File: src/rtl/ostm_pkg.sv
package ostm_pkg;
  localparam int unsigned ADDR_W  = 4;
  localparam int unsigned BUS_W   = 32;
  localparam int unsigned PHASE_W = 4;

  localparam logic [ADDR_W-1:0] IDX_DIV      = 4'd0;
  localparam logic [ADDR_W-1:0] IDX_ZERO     = 4'd1;
  localparam logic [ADDR_W-1:0] IDX_EN_SET   = 4'd2;
  localparam logic [ADDR_W-1:0] IDX_EN_CLR   = 4'd3;
  localparam logic [ADDR_W-1:0] IDX_FLAG     = 4'd4;
  localparam logic [ADDR_W-1:0] IDX_MASK     = 4'd5;
  localparam logic [ADDR_W-1:0] IDX_CMP      = 4'd6;
  localparam logic [ADDR_W-1:0] IDX_EVT_CNT  = 4'd7;
  localparam logic [ADDR_W-1:0] IDX_STAMP_LO = 4'd8;
  localparam logic [ADDR_W-1:0] IDX_STAMP_HI = 4'd9;

  // last phase value of a divided period: ratio 4^code, saturating at 16
  function automatic logic [PHASE_W-1:0] period_last(input logic [1:0] code);
    case (code)
      2'd0:    period_last = 4'd0;
      2'd1:    period_last = 4'd3;
      default: period_last = 4'd15;
    endcase
  endfunction
endpackage

File: src/rtl/ostm_prescaler.sv
module ostm_prescaler
  import ostm_pkg::*;
(
  input  logic       clk,
  input  logic       rst_n,
  input  logic       en,
  input  logic       restart,
  input  logic [1:0] code,
  output logic       tick
);
  logic [PHASE_W-1:0] phase_q, phase_d;
  logic [1:0]         used_q, used_d;

  assign tick = en && (phase_q == period_last(used_q));

  always_comb begin
    phase_d = phase_q;
    used_d  = used_q;
    if (restart || !en) begin
      phase_d = '0;
      used_d  = code;
    end else if (tick) begin
      phase_d = '0;
      used_d  = code;
    end else begin
      phase_d = phase_q + PHASE_W'(1);
    end
  end

  always_ff @(posedge clk or negedge rst_n) begin
    if (!rst_n) begin
      phase_q <= '0;
      used_q  <= '0;
    end else begin
      phase_q <= phase_d;
      used_q  <= used_d;
    end
  end

  assert_tick_spacing_R2: assert property (@(posedge clk) disable iff (!rst_n)
    (tick && code != 2'd0) |=> !tick);
  assert_restart_phase_R4: assert property (@(posedge clk) disable iff (!rst_n)
    restart |=> (phase_q == '0));
endmodule

File: src/rtl/ostm_event_ch.sv
module ostm_event_ch #(
  parameter int unsigned CNT_W = 32
) (
  input  logic             clk,
  input  logic             rst_n,
  input  logic             tick,
  input  logic             zero,
  input  logic             rearm,
  input  logic [CNT_W-1:0] cmp,
  output logic [CNT_W-1:0] count,
  output logic             hit
);
  logic [CNT_W-1:0] cnt_q, cnt_d, cnt_inc;
  logic             halt_q, halt_d;

  assign cnt_inc = cnt_q + CNT_W'(1);
  assign hit     = tick && !halt_q && !zero && (cnt_inc == cmp);
  assign count   = cnt_q;

  always_comb begin
    cnt_d  = cnt_q;
    halt_d = halt_q;
    if (zero) begin
      cnt_d  = '0;
      halt_d = 1'b0;
    end else begin
      if (rearm)            halt_d = 1'b0;
      if (tick && !halt_q)  cnt_d  = cnt_inc;
      if (hit)              halt_d = 1'b1;
    end
  end

  always_ff @(posedge clk or negedge rst_n) begin
    if (!rst_n) begin
      cnt_q  <= '0;
      halt_q <= 1'b0;
    end else begin
      cnt_q  <= cnt_d;
      halt_q <= halt_d;
    end
  end

  assert_halt_holds_R5: assert property (@(posedge clk) disable iff (!rst_n)
    (halt_q && !zero && !rearm) |=> $stable(cnt_q));
  assert_hit_halts_R5: assert property (@(posedge clk) disable iff (!rst_n)
    (hit && !rearm) |=> (halt_q && cnt_q == $past(cmp)));
endmodule

File: src/rtl/ostm_stamp_ch.sv
module ostm_stamp_ch #(
  parameter int unsigned LO_W = 32,
  parameter int unsigned HI_W = 32
) (
  input  logic            clk,
  input  logic            rst_n,
  input  logic            tick,
  input  logic            zero,
  input  logic            capture,
  output logic [LO_W-1:0] lo,
  output logic [HI_W-1:0] hi_buf
);
  localparam int unsigned TOT_W = LO_W + HI_W;

  logic [TOT_W-1:0] cnt_q, cnt_d;
  logic [HI_W-1:0]  hi_q, hi_d;

  assign lo     = cnt_q[LO_W-1:0];
  assign hi_buf = hi_q;

  always_comb begin
    cnt_d = cnt_q;
    hi_d  = hi_q;
    if (zero)      cnt_d = '0;
    else if (tick) cnt_d = cnt_q + TOT_W'(1);
    if (capture)   hi_d  = cnt_q[TOT_W-1:LO_W];
  end

  always_ff @(posedge clk or negedge rst_n) begin
    if (!rst_n) begin
      cnt_q <= '0;
      hi_q  <= '0;
    end else begin
      cnt_q <= cnt_d;
      hi_q  <= hi_d;
    end
  end

  assert_idle_stable_R9: assert property (@(posedge clk) disable iff (!rst_n)
    (!tick && !zero) |=> $stable(cnt_q));
  assert_zeroed_R4: assert property (@(posedge clk) disable iff (!rst_n)
    zero |=> (cnt_q == '0));
  assert_buffer_only_on_read_R10: assert property (@(posedge clk) disable iff (!rst_n)
    !capture |=> $stable(hi_q));
endmodule

File: src/rtl/ostm_top.sv
module ostm_top
  import ostm_pkg::*;
#(
  parameter int unsigned EVT_W      = 32,
  parameter int unsigned STAMP_LO_W = 32,
  parameter int unsigned STAMP_HI_W = 32
) (
  input  logic              clk,
  input  logic              rst_n,
  input  logic              bus_wr,
  input  logic              bus_rd,
  input  logic [ADDR_W-1:0] bus_addr,
  input  logic [BUS_W-1:0]  bus_wdata,
  output logic [BUS_W-1:0]  bus_rdata,
  output logic              irq
);
  logic [3:0]       div_q, div_d;
  logic [1:0]       en_q, en_d;
  logic             flag_q, flag_d;
  logic             mask_q, mask_d;
  logic [EVT_W-1:0] cmp_q, cmp_d;

  logic             wr_div, wr_zero, wr_set, wr_clr, wr_flag, wr_mask, wr_cmp;
  logic [1:0]       zero_ch, tick_ch;
  logic             evt_hit, rearm, capture;
  logic [EVT_W-1:0] evt_count;
  logic [STAMP_LO_W-1:0] stamp_lo;
  logic [STAMP_HI_W-1:0] stamp_hi;

  assign wr_div  = bus_wr && (bus_addr == IDX_DIV);
  assign wr_zero = bus_wr && (bus_addr == IDX_ZERO);
  assign wr_set  = bus_wr && (bus_addr == IDX_EN_SET);
  assign wr_clr  = bus_wr && (bus_addr == IDX_EN_CLR);
  assign wr_flag = bus_wr && (bus_addr == IDX_FLAG);
  assign wr_mask = bus_wr && (bus_addr == IDX_MASK);
  assign wr_cmp  = bus_wr && (bus_addr == IDX_CMP);
  assign zero_ch = wr_zero ? bus_wdata[1:0] : 2'b00;
  assign rearm   = wr_set && bus_wdata[0];
  assign capture = bus_rd && (bus_addr == IDX_STAMP_LO);

  genvar g;
  generate
    for (g = 0; g < 2; g++) begin : g_div
      ostm_prescaler u_div (
        .clk     (clk),
        .rst_n   (rst_n),
        .en      (en_q[g]),
        .restart (zero_ch[g]),
        .code    (div_q[2*g +: 2]),
        .tick    (tick_ch[g])
      );
    end
  endgenerate

  ostm_event_ch #(.CNT_W(EVT_W)) u_evt (
    .clk (clk), .rst_n (rst_n), .tick (tick_ch[0]), .zero (zero_ch[0]),
    .rearm (rearm), .cmp (cmp_q), .count (evt_count), .hit (evt_hit)
  );

  ostm_stamp_ch #(.LO_W(STAMP_LO_W), .HI_W(STAMP_HI_W)) u_stamp (
    .clk (clk), .rst_n (rst_n), .tick (tick_ch[1]), .zero (zero_ch[1]),
    .capture (capture), .lo (stamp_lo), .hi_buf (stamp_hi)
  );

  always_comb begin
    div_d  = div_q;
    en_d   = en_q;
    flag_d = flag_q;
    mask_d = mask_q;
    cmp_d  = cmp_q;
    if (wr_div)  div_d  = bus_wdata[3:0];
    if (wr_set)  en_d   = en_q | bus_wdata[1:0];
    if (wr_clr)  en_d   = en_q & ~bus_wdata[1:0];
    if (wr_mask) mask_d = bus_wdata[0];
    if (wr_cmp)  cmp_d  = bus_wdata[EVT_W-1:0];
    if (evt_hit)                      flag_d = 1'b1;
    else if (wr_flag && !bus_wdata[0]) flag_d = 1'b0;
  end

  always_ff @(posedge clk or negedge rst_n) begin
    if (!rst_n) begin
      div_q  <= '0;
      en_q   <= '0;
      flag_q <= 1'b0;
      mask_q <= 1'b1;
      cmp_q  <= '0;
    end else begin
      div_q  <= div_d;
      en_q   <= en_d;
      flag_q <= flag_d;
      mask_q <= mask_d;
      cmp_q  <= cmp_d;
    end
  end

  always_comb begin
    bus_rdata = '0;
    case (bus_addr)
      IDX_DIV:      bus_rdata = BUS_W'(div_q);
      IDX_EN_SET:   bus_rdata = BUS_W'(en_q);
      IDX_FLAG:     bus_rdata = BUS_W'(flag_q);
      IDX_MASK:     bus_rdata = BUS_W'(mask_q);
      IDX_CMP:      bus_rdata = BUS_W'(cmp_q);
      IDX_EVT_CNT:  bus_rdata = BUS_W'(evt_count);
      IDX_STAMP_LO: bus_rdata = BUS_W'(stamp_lo);
      IDX_STAMP_HI: bus_rdata = BUS_W'(stamp_hi);
      default:      bus_rdata = '0;
    endcase
  end

  assign irq = flag_q && !mask_q;

  assert_flag_rise_on_hit_R5: assert property (@(posedge clk) disable iff (!rst_n)
    $rose(flag_q) |-> $past(evt_hit));
  assert_flag_sticky_R7: assert property (@(posedge clk) disable iff (!rst_n)
    (flag_q && !(wr_flag && !bus_wdata[0])) |=> flag_q);
  assert_disabled_no_tick_R3: assert property (@(posedge clk) disable iff (!rst_n)
    (wr_clr && bus_wdata[1]) |=> !tick_ch[1]);
endmodule

File: config.mk
export PLATFORM = sky130hd
export DESIGN_NAME = ostm_top
export DESIGN_NICKNAME = d
export VERILOG_FILES = /design/src/rtl/ostm_pkg.sv /design/src/rtl/ostm_prescaler.sv /design/src/rtl/ostm_event_ch.sv /design/src/rtl/ostm_stamp_ch.sv /design/src/rtl/ostm_top.sv
export SDC_FILE = /design/constraint.sdc
export NUM_CORES = 1
export LEC_CHECK = 0
export CORE_MARGIN = 8
export CORE_UTILIZATION = 46
export DETAILED_ROUTE_END_ITERATION = 16
export GPL_TIMING_DRIVEN = 0
export HOLD_SLACK_MARGIN = 0.08
export PLACE_DENSITY = 0.64
export SLEW_MARGIN = 10
export SYNTH_ARGS = -nofsm -noshare
export SYNTH_HDL_FRONTEND = slang
export SYNTH_HIERARCHICAL = 1
export SYNTH_SLANG_ARGS = --single-unit
File: constraint.sdc
create_clock -name clk -period 3.52 [get_ports clk]
set_input_delay 0.352 -clock clk [delete_from_list [all_inputs] [get_ports clk]]
set_output_delay 0.352 -clock clk [all_outputs]
set_load 0.03 [all_outputs]
==> run_results.csv <==
group,metric,value,unit
outcome,outcome,"complete, no violations",
placed_design,post-place-ws,-0.7000,ns
placed_design,gp_congestion,0.9398,
hold_path,holdCritPathClass,"register to register",
global_route,grt_usage,21.62,%
setup_path,critical_path.max_fanout,10,
pwr,power.internal,0.004301,W
setup_path,crit_arrival,3.01,ns
synthesis,synth_largest_area_cell,"dfrtp_1",
finish,final_cell_mix,"dfrtp_1 (180), nor2_1 (101), mux2_2 (71), clkdlybuf4s50_1 (71), o21ai_0 (56)",
setup_path,criticalPathCategory,"input port to output port",
timing,clock.fmax,0.2974,GHz
synthesis,synthAdderAreaFrac,0.4642,%
hold_path,hold_path_end,"u_stamp/hi_buf[22]",
timing,fin_crit,3.363,ns
floorplan,rows,56,
synthesis,synth_seq_cells,181,
finish,area.sequential,0.004531,mm2
synthesis,synth_area_leaders,"dfrtp_1 (42%), mux2_2 (7.4%), xor2_1 (4.2%)",
placed_design,hpwlAfterDp,22620,um
setup_path,rrSetupSlack,0.39,ns
pwr,pwr-share-comb,26.1,%
synthesis,synthArstFlopShare,100.0,%
finish,diodes,0,
pwr,power_density,525.3,mW/mm2
clocking,cts_sinks,181,
timing,final_hold_viol_count,0,
synthesis,synth_top_family_by_area,"simple AND/OR/NAND/NOR gates",
setup_path,worstPathRequired,3.17,ns
synthesis,syn_nets,1144,
global_route,grt_pass1_wl,48530,um
pwr,peakVddDrop,0.0003058,V
hold_path,worstHoldStart,"u_stamp/hi_buf[22]",
finish,fin_nets,1238,
finish,layout.cells.non_filler,1526,
floorplan,die_area,0.02859,mm2
synthesis,synth_warnings,6,
pwr,p_leak,5.172,nW
clocking,root_buffer,"clkbuf_16",
setup_path,reg2reg_from,"u_evt/count[0]",
setup_path,worstSetupEndpointType,"output port",
timing,slew_viol_final,0,
timing,setup_viol,0,
finish,drive_above_1_share,17.15,%
clocking,insertion_delay,0.45,ns
global_route,grt_max_degree,102,
timing,fin_skew,0.01782,ns
global_route,first_global_vias,8609,
clocking,cts_buffers,17,
finish,area_delta_synth_final,16.75,%
route,ant_nets,0,
hold_path,whs_path_depth,1,
setup_path,startpoint,"bus_addr[3]",
synthesis,synth_compound_area_share,9.644,%
route,drt_first_pass_iters,7,
route,drc_errors,0,
synthesis,syn_avg_cell_area,9.801,um2
pwr,netSwitchingFraction,34.96,%
timing,tightestPinTransition,0.7872,ns
setup_path,rr_endpoint,"flag_q",
route,vias,8748,
route,first_iter_violations,646,
synthesis,yosysTopAreaCellShare,41.78,%
synthesis,netlist_area,0.01078,mm2
clocking,cts_tree,"yes",
finish,final_common_cell,"dfrtp_1",
setup_path,ff2ff_path_depth,9,
clocking,htree_levels,4,
pwr,clkPwrFrac,30.3,%
synthesis,synth_flop_cell,"dfrtp_1",
floorplan,core,0.02326,mm2
route,vias_per_cell,5.733,
placed_design,placed_cells,1492,
finish,multi_input_area,0.005679,mm2
timing,final.period_utilization,95.54,%
placed_design,portBuffers,72,
synthesis,synthXorXnorAreaFrac,8.367,%
run,drv_cap,0,
pwr,switching_power,0.002311,W
synthesis,yosysSeqAreaShare,42.02,%
floorplan,io_pins,73,
route,wire_per_inst,19.83,um
synthesis,synth.distinct_cells,75,
route,wl,30250,um
synthesis,synth_cells,1100,
timing,relSlewSlack,47.52,%
global_route,overflow,0,
timing,fin_ws,0.1571,ns
floorplan,die-height,169.1,um
floorplan,initial_core_util,46.35,%
synthesis,synth-simple-area-share,22.84,%
setup_path,worst_setup_path_start_kind,"input port",
floorplan,dieWidth,169.1,um
pwr,p_seq_share,43.6,%
finish,nFillCells,2161,
synthesis,synthMuxAreaShare,11.18,%
timing,grt_setup_unrepaired,"yes",
synthesis,synth_edf_count,0,
clocking,clockBufferDepth,2,
global_route,grt_antenna_before_repair,0,
clocking,cts.clk_slew.worst_paths,0.07,ns
==> synthesized netlist by cell type, types with 29 or more instances <==
| cell | instances |
|---|---|
| nand3_1 | 46 |
| dfrtp_1 | 180 |
| nand4_1 | 42 |
| mux2i_1 | 33 |
| or3_1 | 29 |
| a21oi_1 | 43 |
| nor2_1 | 102 |
| buf_4 | 37 |
| xor2_1 | 52 |
| o21ai_0 | 56 |
| mux2_2 | 71 |
| xnor2_1 | 51 |
| nand2_1 | 55 |
==> state kept, by name, indices dropped and copies added, names as in the netlist, named ones only <==
register and cells:
cmp_q 32, div_q 4, flag_q 1, g_div.u_div/phase_q 8, g_div.u_div/used_q 4, mask_q 1, u_evt/count 32, u_evt/halt_q 1
u_stamp/cnt_q 64, u_stamp/hi_buf 32
==> per-layer routing <==
| layer | routed length (um) | vias up | GRT usage, % |
|---|---|---|---|
| met1 | 13700 | 4331 | 28.63 |
| met4 | 634 | 0 | 6.464 |
| met2 | 14730 | 219 | 35.70 |
| met3 | 1189 | 37 | 3.704 |
| met5 | 0 | - | 0 |
| li1 | - | 4161 | - |
==> what timing repair did <==
| item | 4_1_cts | 5_1_grt |
|---|---|---|
| buffers inserted | 0 | 1 |
| pin swaps | 0 | 1 |
| endpoints found under the setup margin | 33 | 22 |
| hold endpoints to repair | 99 | 0 |
| resized for setup | 3 | 5 |
| hold buffers | 1 | 0 |
==> how the worst max path moves through the flow <==
stage	endpoint	slack, ns	cells past startpoint
after detailed placement	u_stamp/cnt_q[60]	-0.70	11
after global placement	cmp_q[28]	-5.77	1
after global routing	u_stamp/cnt_q[54]	-0.05	10
final	bus_rdata[11]	0.16	7
after CTS	bus_rdata[11]	0.06	7
after floorplan	u_stamp/cnt_q[53]	0.83	10
==> power by group through the flow <==
stage | Sequential, W | Combinational (W) | Clock [W]
final | 0.00288 | 0.00172 | 0.00201
after floorplan | 0.00276 | 0.00130 | 0
after CTS | 0.00288 | 0.00172 | 0.00206
after global placement | 0.00290 | 0.00167 | 0
after detailed placement | 0.00291 | 0.00171 | 0
after global routing | 0.00294 | 0.00190 | 0.00214
==> through the flow <==
stage	setup TNS [ns]	util [%]	hold WS, ns	power (W)	cell area (um2)
4_1_cts	0	54.04	0.5007	0.006656	12570
3_3_place_gp	-1057.96	51.16	0.4911	0.004573	11900
5_1_grt	-0.05047	54.11	0.5102	0.006985	12590
2_1_floorplan	0	-	0.05641	0.004060	10780
6_report	0	54.11	0.5102	0.006612	12590
3_5_place_dp	-20.67	51.30	0.4706	0.004612	11930
==> cells by family after synthesis <==
logic type / count (synthesis)
flops: 181
compound gates: 170
mux: 109
buf+inv: 107
xor+xnor: 103
fa+ha+maj: 4
simple gates: 426
==> layout make-up <==
| cell class | count | share of cell area [%] |
|---|---|---|
| Clock inverter | 15 | 1.491 |
| Buffer | 92 | 4.274 |
| Sequential cell | 181 | 35.99 |
| Tap cell | 319 | 3.171 |
| Inverter | 15 | 0.4473 |
| Multi-Input combinational cell | 812 | 45.12 |
| Timing Repair Buffer | 75 | 6.123 |
| Clock buffer | 17 | 3.380 |
==> critical path: stages <==
cell	delay, ns
clkdlybuf4s50_1	0.44
clkbuf_1	0.27
nor4bb_2	0.47
buf_2	0.35
a22oi_1	0.18
o21ai_0	0.19
clkdlybuf4s50_1	0.75
(Power assumes the default switching activity.)
